File: src/rtl/cpmb_pkg.sv
package cpmb_pkg;
  localparam logic [7:0] OFF_CMD   = 8'h00;
  localparam logic [7:0] OFF_STAT  = 8'h04;
  localparam logic [7:0] OFF_PBASE = 8'h18;
  localparam logic [7:0] OFF_PST   = 8'h2C;
  localparam logic [7:0] OFF_HBEAT = 8'h30;
  localparam logic [7:0] OFF_MAGIC = 8'h34;
  localparam logic [7:0] OFF_FREQ  = 8'h50;
  localparam logic [7:0] OFF_IRQSET = 8'h04;
  localparam int unsigned DOORBELL_BIT = 31;
  localparam logic [31:0] ID_WORD = 32'hA116_00D1;
endpackage

File: src/rtl/cpmb_params.sv
module cpmb_params #(
  parameter int DW = 32,
  parameter int NP = 4,
  parameter int PIDX_W = 3
) (
  input  logic            clk,
  input  logic            rst_n,
  input  logic [NP-1:0]   host_we,
  input  logic [NP-1:0]   cp_we,
  input  logic [DW-1:0]   host_wdata,
  input  logic [DW-1:0]   cp_wdata,
  input  logic [PIDX_W-1:0] pidx,
  output logic [NP*DW-1:0] words,
  output logic [DW-1:0]   pval
);
  for (genvar i = 0; i < NP; i++) begin : g_word
    logic [DW-1:0] q, d;
    logic en;
    always_comb begin
      en = cp_we[i] | host_we[i];
      d  = cp_we[i] ? cp_wdata : host_wdata;
    end
    always_ff @(posedge clk or negedge rst_n) begin
      if (!rst_n) q <= '0;
      else if (en) q <= d;
    end
    assign words[i*DW +: DW] = q;

    // coprocessor value wins on a same-cycle collision
    assert_cpwins_R11: assert property (@(posedge clk) disable iff (!rst_n)
      cp_we[i] |=> (q == $past(cp_wdata)));
  end

  // indices past the last word fold onto word 0
  always_comb begin
    if (int'(pidx) < NP) pval = words[int'(pidx)*DW +: DW];
    else                 pval = words[0 +: DW];
  end
endmodule

File: src/rtl/cpmb_doorbell.sv
module cpmb_doorbell (
  input  logic clk,
  input  logic rst_n,
  input  logic set_i,
  input  logic clr_i,
  output logic pend_o
);
  logic pend_d;
  always_comb begin
    pend_d = pend_o;
    if (set_i) pend_d = 1'b1;
    if (clr_i) pend_d = 1'b0;
  end
  always_ff @(posedge clk or negedge rst_n) begin
    if (!rst_n) pend_o <= 1'b0;
    else        pend_o <= pend_d;
  end

  assert_set_R8: assert property (@(posedge clk) disable iff (!rst_n)
    (set_i && !clr_i) |=> pend_o);
  assert_clr_R9: assert property (@(posedge clk) disable iff (!rst_n)
    clr_i |=> !pend_o);
  assert_hold_R9: assert property (@(posedge clk) disable iff (!rst_n)
    (!set_i && !clr_i) |=> $stable(pend_o));
endmodule

File: src/rtl/cpmb_edge_irq.sv
module cpmb_edge_irq (
  input  logic clk,
  input  logic rst_n,
  input  logic done_i,
  output logic irq_o
);
  logic done_q, irq_d;
  always_comb irq_d = done_i & ~done_q;
  always_ff @(posedge clk or negedge rst_n) begin
    if (!rst_n) begin
      done_q <= 1'b0;
      irq_o  <= 1'b0;
    end else begin
      done_q <= done_i;
      irq_o  <= irq_d;
    end
  end

  assert_pulse_R10: assert property (@(posedge clk) disable iff (!rst_n)
    irq_o |=> !irq_o);
  assert_rise_R10: assert property (@(posedge clk) disable iff (!rst_n)
    (done_i && !done_q) |=> irq_o);
endmodule

File: src/rtl/cpmb_regbank.sv
module cpmb_regbank
  import cpmb_pkg::*;
#(
  parameter int DATA_W = 32,
  parameter int ADDR_W = 8,
  parameter int NUM_PARAM = 4,
  parameter int PIDX_W = 3
) (
  input  logic              clk,
  input  logic              rst_n,
  input  logic              host_vld,
  input  logic              host_wr,
  input  logic              host_sel_irq,
  input  logic [ADDR_W-1:0] host_addr,
  input  logic [DATA_W-1:0] host_wdata,
  output logic [DATA_W-1:0] host_rdata,
  input  logic              cp_vld,
  input  logic              cp_wr,
  input  logic [ADDR_W-1:0] cp_addr,
  input  logic [DATA_W-1:0] cp_wdata,
  output logic [DATA_W-1:0] cp_rdata,
  input  logic [PIDX_W-1:0] cp_pidx,
  output logic [DATA_W-1:0] cp_pval,
  input  logic              cp_clr_req,
  input  logic              cp_done,
  output logic              cp_req,
  output logic              host_irq,
  output logic              cmd_idle
);
  localparam int PW = NUM_PARAM * DATA_W;

  // reset: asserted asynchronously, released on the clock
  logic [1:0] rst_sync;
  logic rst_n_s;
  always_ff @(posedge clk or negedge rst_n) begin
    if (!rst_n) rst_sync <= 2'b00;
    else        rst_sync <= {rst_sync[0], 1'b1};
  end
  assign rst_n_s = rst_sync[1];

  function automatic logic [ADDR_W-1:0] walign(input logic [ADDR_W-1:0] a);
    return {a[ADDR_W-1:2], 2'b00};
  endfunction

  function automatic logic [NUM_PARAM-1:0] phit(input logic [ADDR_W-1:0] a);
    logic [NUM_PARAM-1:0] h;
    h = '0;
    for (int i = 0; i < NUM_PARAM; i++)
      if (walign(a) == ADDR_W'(int'(OFF_PBASE) + 4*i)) h[i] = 1'b1;
    return h;
  endfunction

  // write strobes
  logic h_we, c_we;
  logic [NUM_PARAM-1:0] h_pwe, c_pwe;
  logic [ADDR_W-1:0] h_wa, c_wa;
  always_comb begin
    h_we  = host_vld & host_wr & ~host_sel_irq;
    c_we  = cp_vld & cp_wr;
    h_wa  = walign(host_addr);
    c_wa  = walign(cp_addr);
    h_pwe = h_we ? phit(host_addr) : '0;
    c_pwe = c_we ? phit(cp_addr) : '0;
  end

  // scalar words
  logic [DATA_W-1:0] cmd_q, stat_q, pst_q, hb_q, freq_q;
  logic [DATA_W-1:0] cmd_d, stat_d, pst_d, hb_d, freq_d;
  always_comb begin
    cmd_d  = cmd_q;
    stat_d = stat_q;
    pst_d  = pst_q;
    hb_d   = hb_q;
    freq_d = freq_q;
    if (h_we && h_wa == ADDR_W'(OFF_CMD))  cmd_d  = host_wdata;
    if (h_we && h_wa == ADDR_W'(OFF_STAT)) stat_d = host_wdata;
    if (c_we && c_wa == ADDR_W'(OFF_CMD))   cmd_d  = cp_wdata;
    if (c_we && c_wa == ADDR_W'(OFF_STAT))  stat_d = cp_wdata;
    if (c_we && c_wa == ADDR_W'(OFF_PST))   pst_d  = cp_wdata;
    if (c_we && c_wa == ADDR_W'(OFF_HBEAT)) hb_d   = cp_wdata;
    if (c_we && c_wa == ADDR_W'(OFF_FREQ))  freq_d = cp_wdata;
  end
  always_ff @(posedge clk or negedge rst_n_s) begin
    if (!rst_n_s) begin
      cmd_q <= '0; stat_q <= '0; pst_q <= '0; hb_q <= '0; freq_q <= '0;
    end else begin
      cmd_q <= cmd_d; stat_q <= stat_d; pst_q <= pst_d;
      hb_q <= hb_d; freq_q <= freq_d;
    end
  end
  assign cmd_idle = (cmd_q == '0);

  logic [PW-1:0] pwords;
  cpmb_params #(.DW(DATA_W), .NP(NUM_PARAM), .PIDX_W(PIDX_W)) u_params (
    .clk(clk), .rst_n(rst_n_s), .host_we(h_pwe), .cp_we(c_pwe),
    .host_wdata(host_wdata), .cp_wdata(cp_wdata), .pidx(cp_pidx),
    .words(pwords), .pval(cp_pval)
  );

  logic db_set;
  assign db_set = host_vld & host_wr & host_sel_irq &
                  (walign(host_addr) == ADDR_W'(OFF_IRQSET)) &
                  host_wdata[DOORBELL_BIT];
  cpmb_doorbell u_db (
    .clk(clk), .rst_n(rst_n_s), .set_i(db_set), .clr_i(cp_clr_req), .pend_o(cp_req)
  );

  cpmb_edge_irq u_irq (
    .clk(clk), .rst_n(rst_n_s), .done_i(cp_done), .irq_o(host_irq)
  );

  // read multiplexers
  function automatic logic [DATA_W-1:0] rmux(input logic [ADDR_W-1:0] a,
    input logic [DATA_W-1:0] c, s, p, h, f, input logic [PW-1:0] pw);
    logic [DATA_W-1:0] r;
    logic [NUM_PARAM-1:0] ph;
    r  = '0;
    ph = phit(a);
    case (walign(a))
      ADDR_W'(OFF_CMD):   r = c;
      ADDR_W'(OFF_STAT):  r = s;
      ADDR_W'(OFF_PST):   r = p;
      ADDR_W'(OFF_HBEAT): r = h;
      ADDR_W'(OFF_MAGIC): r = ID_WORD;
      ADDR_W'(OFF_FREQ):  r = f;
      default:            r = '0;
    endcase
    for (int i = 0; i < NUM_PARAM; i++)
      if (ph[i]) r = pw[i*DATA_W +: DATA_W];
    return r;
  endfunction

  logic [DATA_W-1:0] h_rd, c_rd, h_irq_rd;
  logic h_re, c_re;
  always_comb begin
    h_re = host_vld & ~host_wr;
    c_re = cp_vld & ~cp_wr;
    h_irq_rd = '0;
    if (walign(host_addr) == ADDR_W'(OFF_IRQSET)) h_irq_rd[DOORBELL_BIT] = cp_req;
    h_rd = host_sel_irq ? h_irq_rd : rmux(host_addr, cmd_q, stat_q, pst_q, hb_q, freq_q, pwords);
    c_rd = rmux(cp_addr, cmd_q, stat_q, pst_q, hb_q, freq_q, pwords);
  end
  always_ff @(posedge clk or negedge rst_n_s) begin
    if (!rst_n_s) begin
      host_rdata <= '0;
      cp_rdata   <= '0;
    end else begin
      if (h_re) host_rdata <= h_rd;
      if (c_re) cp_rdata   <= c_rd;
    end
  end

  assert_magic_R3: assert property (@(posedge clk) disable iff (!rst_n_s)
    (h_re && !host_sel_irq && walign(host_addr) == ADDR_W'(OFF_MAGIC))
      |=> (host_rdata == ID_WORD));
  assert_idle_R6: assert property (@(posedge clk) disable iff (!rst_n_s)
    (c_we && c_wa == ADDR_W'(OFF_CMD) && cp_wdata != '0) |=> !cmd_idle);
  assert_ro_R4: assert property (@(posedge clk) disable iff (!rst_n_s)
    !(c_we && c_wa == ADDR_W'(OFF_FREQ)) |=> $stable(freq_q));
endmodule

File: config.mk
export PLATFORM = sky130hd
export DESIGN_NAME = cpmb_regbank
export DESIGN_NICKNAME = d
export VERILOG_FILES = /design/src/rtl/cpmb_pkg.sv /design/src/rtl/cpmb_params.sv /design/src/rtl/cpmb_doorbell.sv /design/src/rtl/cpmb_edge_irq.sv /design/src/rtl/cpmb_regbank.sv
export SDC_FILE = /design/constraint.sdc
export NUM_CORES = 1
export LEC_CHECK = 0
export BUFFER_PORTS_ARGS = -buffer_cell sky130_fd_sc_hd__clkbuf_2
export CAP_MARGIN = 20
export CELL_PAD_IN_SITES_DETAIL_PLACEMENT = 0
export CELL_PAD_IN_SITES_GLOBAL_PLACEMENT = 1
export CORE_AREA = 10 10 220 222
export DETAILED_ROUTE_END_ITERATION = 12
export DIE_AREA = 0 0 230 232
export PLACE_DENSITY = 0.81
export SLEW_MARGIN = 40
export SYNTH_ARGS = -nofsm -noshare
export SYNTH_HDL_FRONTEND = slang
export SYNTH_SLANG_ARGS = --single-unit
File: constraint.sdc
create_clock -name clk -period 13.1 [get_ports clk]
set_input_delay 1.965 -clock clk [delete_from_list [all_inputs] [get_ports clk]]
set_output_delay 1.965 -clock clk [all_outputs]
set_load 0.005 [all_outputs]
==> summary.md <==
| Metric | Value |
|---|---|
| Status | finished, final reports clean |
| Crit path capture type | output pin |
| Gpl congestion | 0.875 |
| DP Worst Slack | ~7 ns |
| CTS max path bufs | 3 |
| I/O Buffers | between 150 and 200 |
| Fillcell total | 4021 |
| Mapped Avg Cell Area | 9.47 um2 |
| WP data arrival | approximately 4.5 ns |
| Main synth FF type | dfrtp_1 |
| Antenna violation net count after detailed routing | 0 |
| WS Path Type | input port to output pin |
| Tot Pwr | 3.05 mW |
| Pin count of the biggest net entering global routing | between 80 and 90 |
| Clk_lat worst skew | 0.58 ns |
| Root Driver | clkbuf_16 |
| Internal power | 2.17 mW |
| Post-synth net total | 2260 |
| CP Max Fanout | 28 |
| Sequential area share after synthesis | 0.435 |
| CP max stage delay | 0.60 ns |
| MaxCap Viol Count | 0 |
| Wire length of the first global-routing pass | 123000 um |
| WP data required | 11.14 ns |
| Slew HR | 0.417 |
| Unrepaired setup endpoints after global routing | false |
| Die height | roughly 230 um |
| Commonest cells post-synth | dfrtp_1 (357), nand2_1 (203), o21ai_0 (200), clkbuf_1 (185), nor2_1 (180) |
| CTS tree | built |
| Initial core utilization | 0.467 |
| TritonRoute pass-1 iters | 6 |
| Slew Limit Fails | 0 |
| Top Ports | 191 |
| Drt wl/cell | 29.0 um |
| Synthesized area | 20500 um2 |
| DP HPWL | 48900 um |
| CP max stage cell | o21ai_0 |
| 1st-iter DRT viols | 2763 |
| CP startpoint kind | input port |
| Cells after Synth | 2168 |
| DRC viols | 0 |
| Static Leak | 10.3 nW |
| Post-synth ARST share | 1.00 |
| Hold_buf cts | 0 |
| Layout cells sized above 1 | 0.223 |
| Row count | 77 |
| Final setup vio count | 0 |
| # Post-CTS Setup Buffers | 0 |
| Post-Place Cells | 2766 |
| Clk_skew | around 0.014 ns |
| Critical-path cell list | clkbuf_2 -> buf_4 -> nor2b_4 -> buf_4 -> a2bb2oi_1 -> o21ai_0 -> clkbuf_2 |
| Total gr overflow | 0 |
| Peak Freq | 0.156 GHz |
| Cell variety after synth | 62 |
| Most frequent cell after synthesis | dfrtp_1 |
| Net load switching power | just under 0.9 mW |
| Post-cts resize count | 0 |
| Synth top area share | 0.435 |
| Area Growth Syn to Fin | 14.1% |
| Final period utilization | 0.490 |
| Layout Cells excl Fill | 2847 |
| Final hold violation count | 0 |
| Seq pwr share | 0.455 |
| Worst IR drop on VDD | 0.0874 mV |
| Post-synth EDFFs | 0 |
| Minimum clock period | 6.42 ns |
| CORE AREA | 43900 um2 |
| HP Class | flip-flop to asynchronous set/reset pin |
| Cts bufs inserted | 43 |
| # clock sinks | 357 |
| Worst-margin pin slew | 0.870 ns |
| Total GRT Usage | 0.300 |
| Flops & latches, synth | 357 |
| Largest cells by area after synthesis | dfrtp_1 (44%), mux2_2 (8.0%), mux2i_1 (7.8%) |
| Die area | 53400 um2 |
| Yosys top cell by area | dfrtp_1 |
| Switching part of the total | 0.290 |
| Vias in the first global route | roughly 19000 |
| Clk pwr share | 0.400 |
| Initial antenna violation count | 2 |
| Routed WL | 82700 um |
| Die width | 230 um |
| Comb power frac | 0.145 |
| Clock-pin slew on the worst setup and hold paths | roughly 0.06 ns |
| Nets | approximately 2300 |
| Power density cells | around 130 nW/um2 |
| Total Neg Setup Slack | 0 ns |
| Synthesis Warnings | 0 |
| Worst setup slack after layout | roughly 6.7 ns |
| Via count | 19200 |
| Vias per cell | 6.73 |
| Total number of H-tree levels | 2 |
power groups by stage:
stage / clock, mW / combinational, mW / sequential, mW
floorplan: 0 / 0.265 / 1.37
global placement: 0 / 0.420 / 1.39
detailed placement: 0 / 0.436 / 1.40
CTS: 1.23 / 0.439 / 1.38
global route: 1.27 / 0.486 / 1.41
finish: 1.22 / 0.443 / 1.39
final cells by class:
type / count / area, um2 / share of cell area
Clock inverter: 7 / 60.1 / 0.00256
Clock buffer: 68 / 1370 / 0.0586
Timing Repair Buffer: 238 / 1470 / 0.0627
Inverter: 10 / 37.5 / 0.00160
Multi-Input combinational cell: 1572 / 10800 / 0.461
Tap cell: 592 / 741 / 0.0316
Sequential cell: 357 / 8940 / 0.382
Antenna cell: 3 / 7.51 / 0.000321
path summary, 6_finish.rpt:
check | startpoint | to | slack [ns] | cells past startpoint
worst max-delay path | cp_pidx[1] | cp_pval[17] | 6.68 | 7
worst min-delay path | rst_sync[1]$_DFF_PN0_ | cp_rdata[2]$_DFFE_PN0P_ | 0.28 | 0
worst max register to register | rst_sync[1]$_DFF_PN0_ | u_params.g_word[2].q[27]$_DFFE_PN0P_ | 10.96 | 3
worst min register to register | rst_sync[1]$_DFF_PN0_ | cp_rdata[2]$_DFFE_PN0P_ | 0.28 | 0
max in group asynchronous | rst_sync[1]$_DFF_PN0_ | u_params.g_word[2].q[27]$_DFFE_PN0P_ | 10.96 | 3
min in group clk | rst_sync[0]$_DFF_PN0_ | rst_sync[1]$_DFF_PN0_ | 0.35 | 0
state kept, by name, summed over array words and instances, names as in the netlist:
| signal | cells |
|---|---|
| cmd_q | 32 |
| cp_rdata | 32 |
| freq_q | 32 |
| hb_q | 32 |
| host_rdata | 32 |
| pst_q | 32 |
| rst_sync | 2 |
| stat_q | 32 |
| u_db.pend_o | 1 |
| u_irq.done_q | 1 |
| u_irq.irq_o | 1 |
| u_params.g_word.q | 128 |
metal layers:
metal,GRT usage,share of wire
met5,0,0
met4,0.131,0.042
met3,0.0688,0.11
met2,0.465,0.45
met1,0.396,0.40
layout by cell type, fill, tap and decap left out, types with 7 or more instances in the layout:
| master | synthesis | layout |
|---|---|---|
| a31oi_1 | 35 | 35 |
| and4_1 | 16 | 16 |
| a41o_1 | 8 | 8 |
| a221oi_1 | 46 | 46 |
| a41oi_1 | 19 | 19 |
| clkbuf_2 | 1 | 186 |
| inv_1 | 10 | 10 |
| nor2b_1 | 30 | 25 |
| mux2i_1 | 160 | 160 |
| clkbuf_16 | 0 | 45 |
| o31a_1 | 8 | 8 |
| clkbuf_8 | 0 | 16 |
| o22ai_1 | 35 | 35 |
| nand2_1 | 203 | 201 |
| a221o_1 | 8 | 8 |
| a31o_2 | 10 | 10 |
| o221ai_1 | 23 | 23 |
| nor2_1 | 180 | 173 |
| o21ai_0 | 200 | 200 |
| buf_4 | 3 | 38 |
| a22o_1 | 28 | 28 |
| clkbuf_1 | 185 | 7 |
| mux2_2 | 146 | 146 |
| a222oi_1 | 18 | 18 |
| nor4_1 | 9 | 9 |
| dfrtp_1 | 357 | 356 |
| a21oi_1 | 147 | 146 |
| a22oi_1 | 89 | 89 |
| a2bb2oi_1 | 53 | 53 |
| and3_1 | 29 | 28 |
through the flow:
stage	utilization	hold WS (ns)	instance area, um2
floorplan	-	0.331	20500
global placement	0.495	0.339	21700
detailed placement	0.499	0.286	21900
CTS	0.531	0.291	23300
global route	0.533	0.315	23400
finish	0.533	0.279	23400
critical path, delay by kind of cell:
kind	cells	cell delay, ns
simple gates	1	0.59
compound gates	2	0.71
buf+inv	4	1.17
cells by family (layout without fill, tap and decap cells):
kind of cell,count (synthesis),count (layout),share of synthesized area
other,1,4,0.000183
buffers and inverters,239,323,0.0479
and+or+nand+nor,522,522,0.117
muxes,307,307,0.159
AOI/OAI and AO/OA,742,742,0.240
DFF,357,357,0.435
No activity file was read; power rests on OpenSTA's default activity.
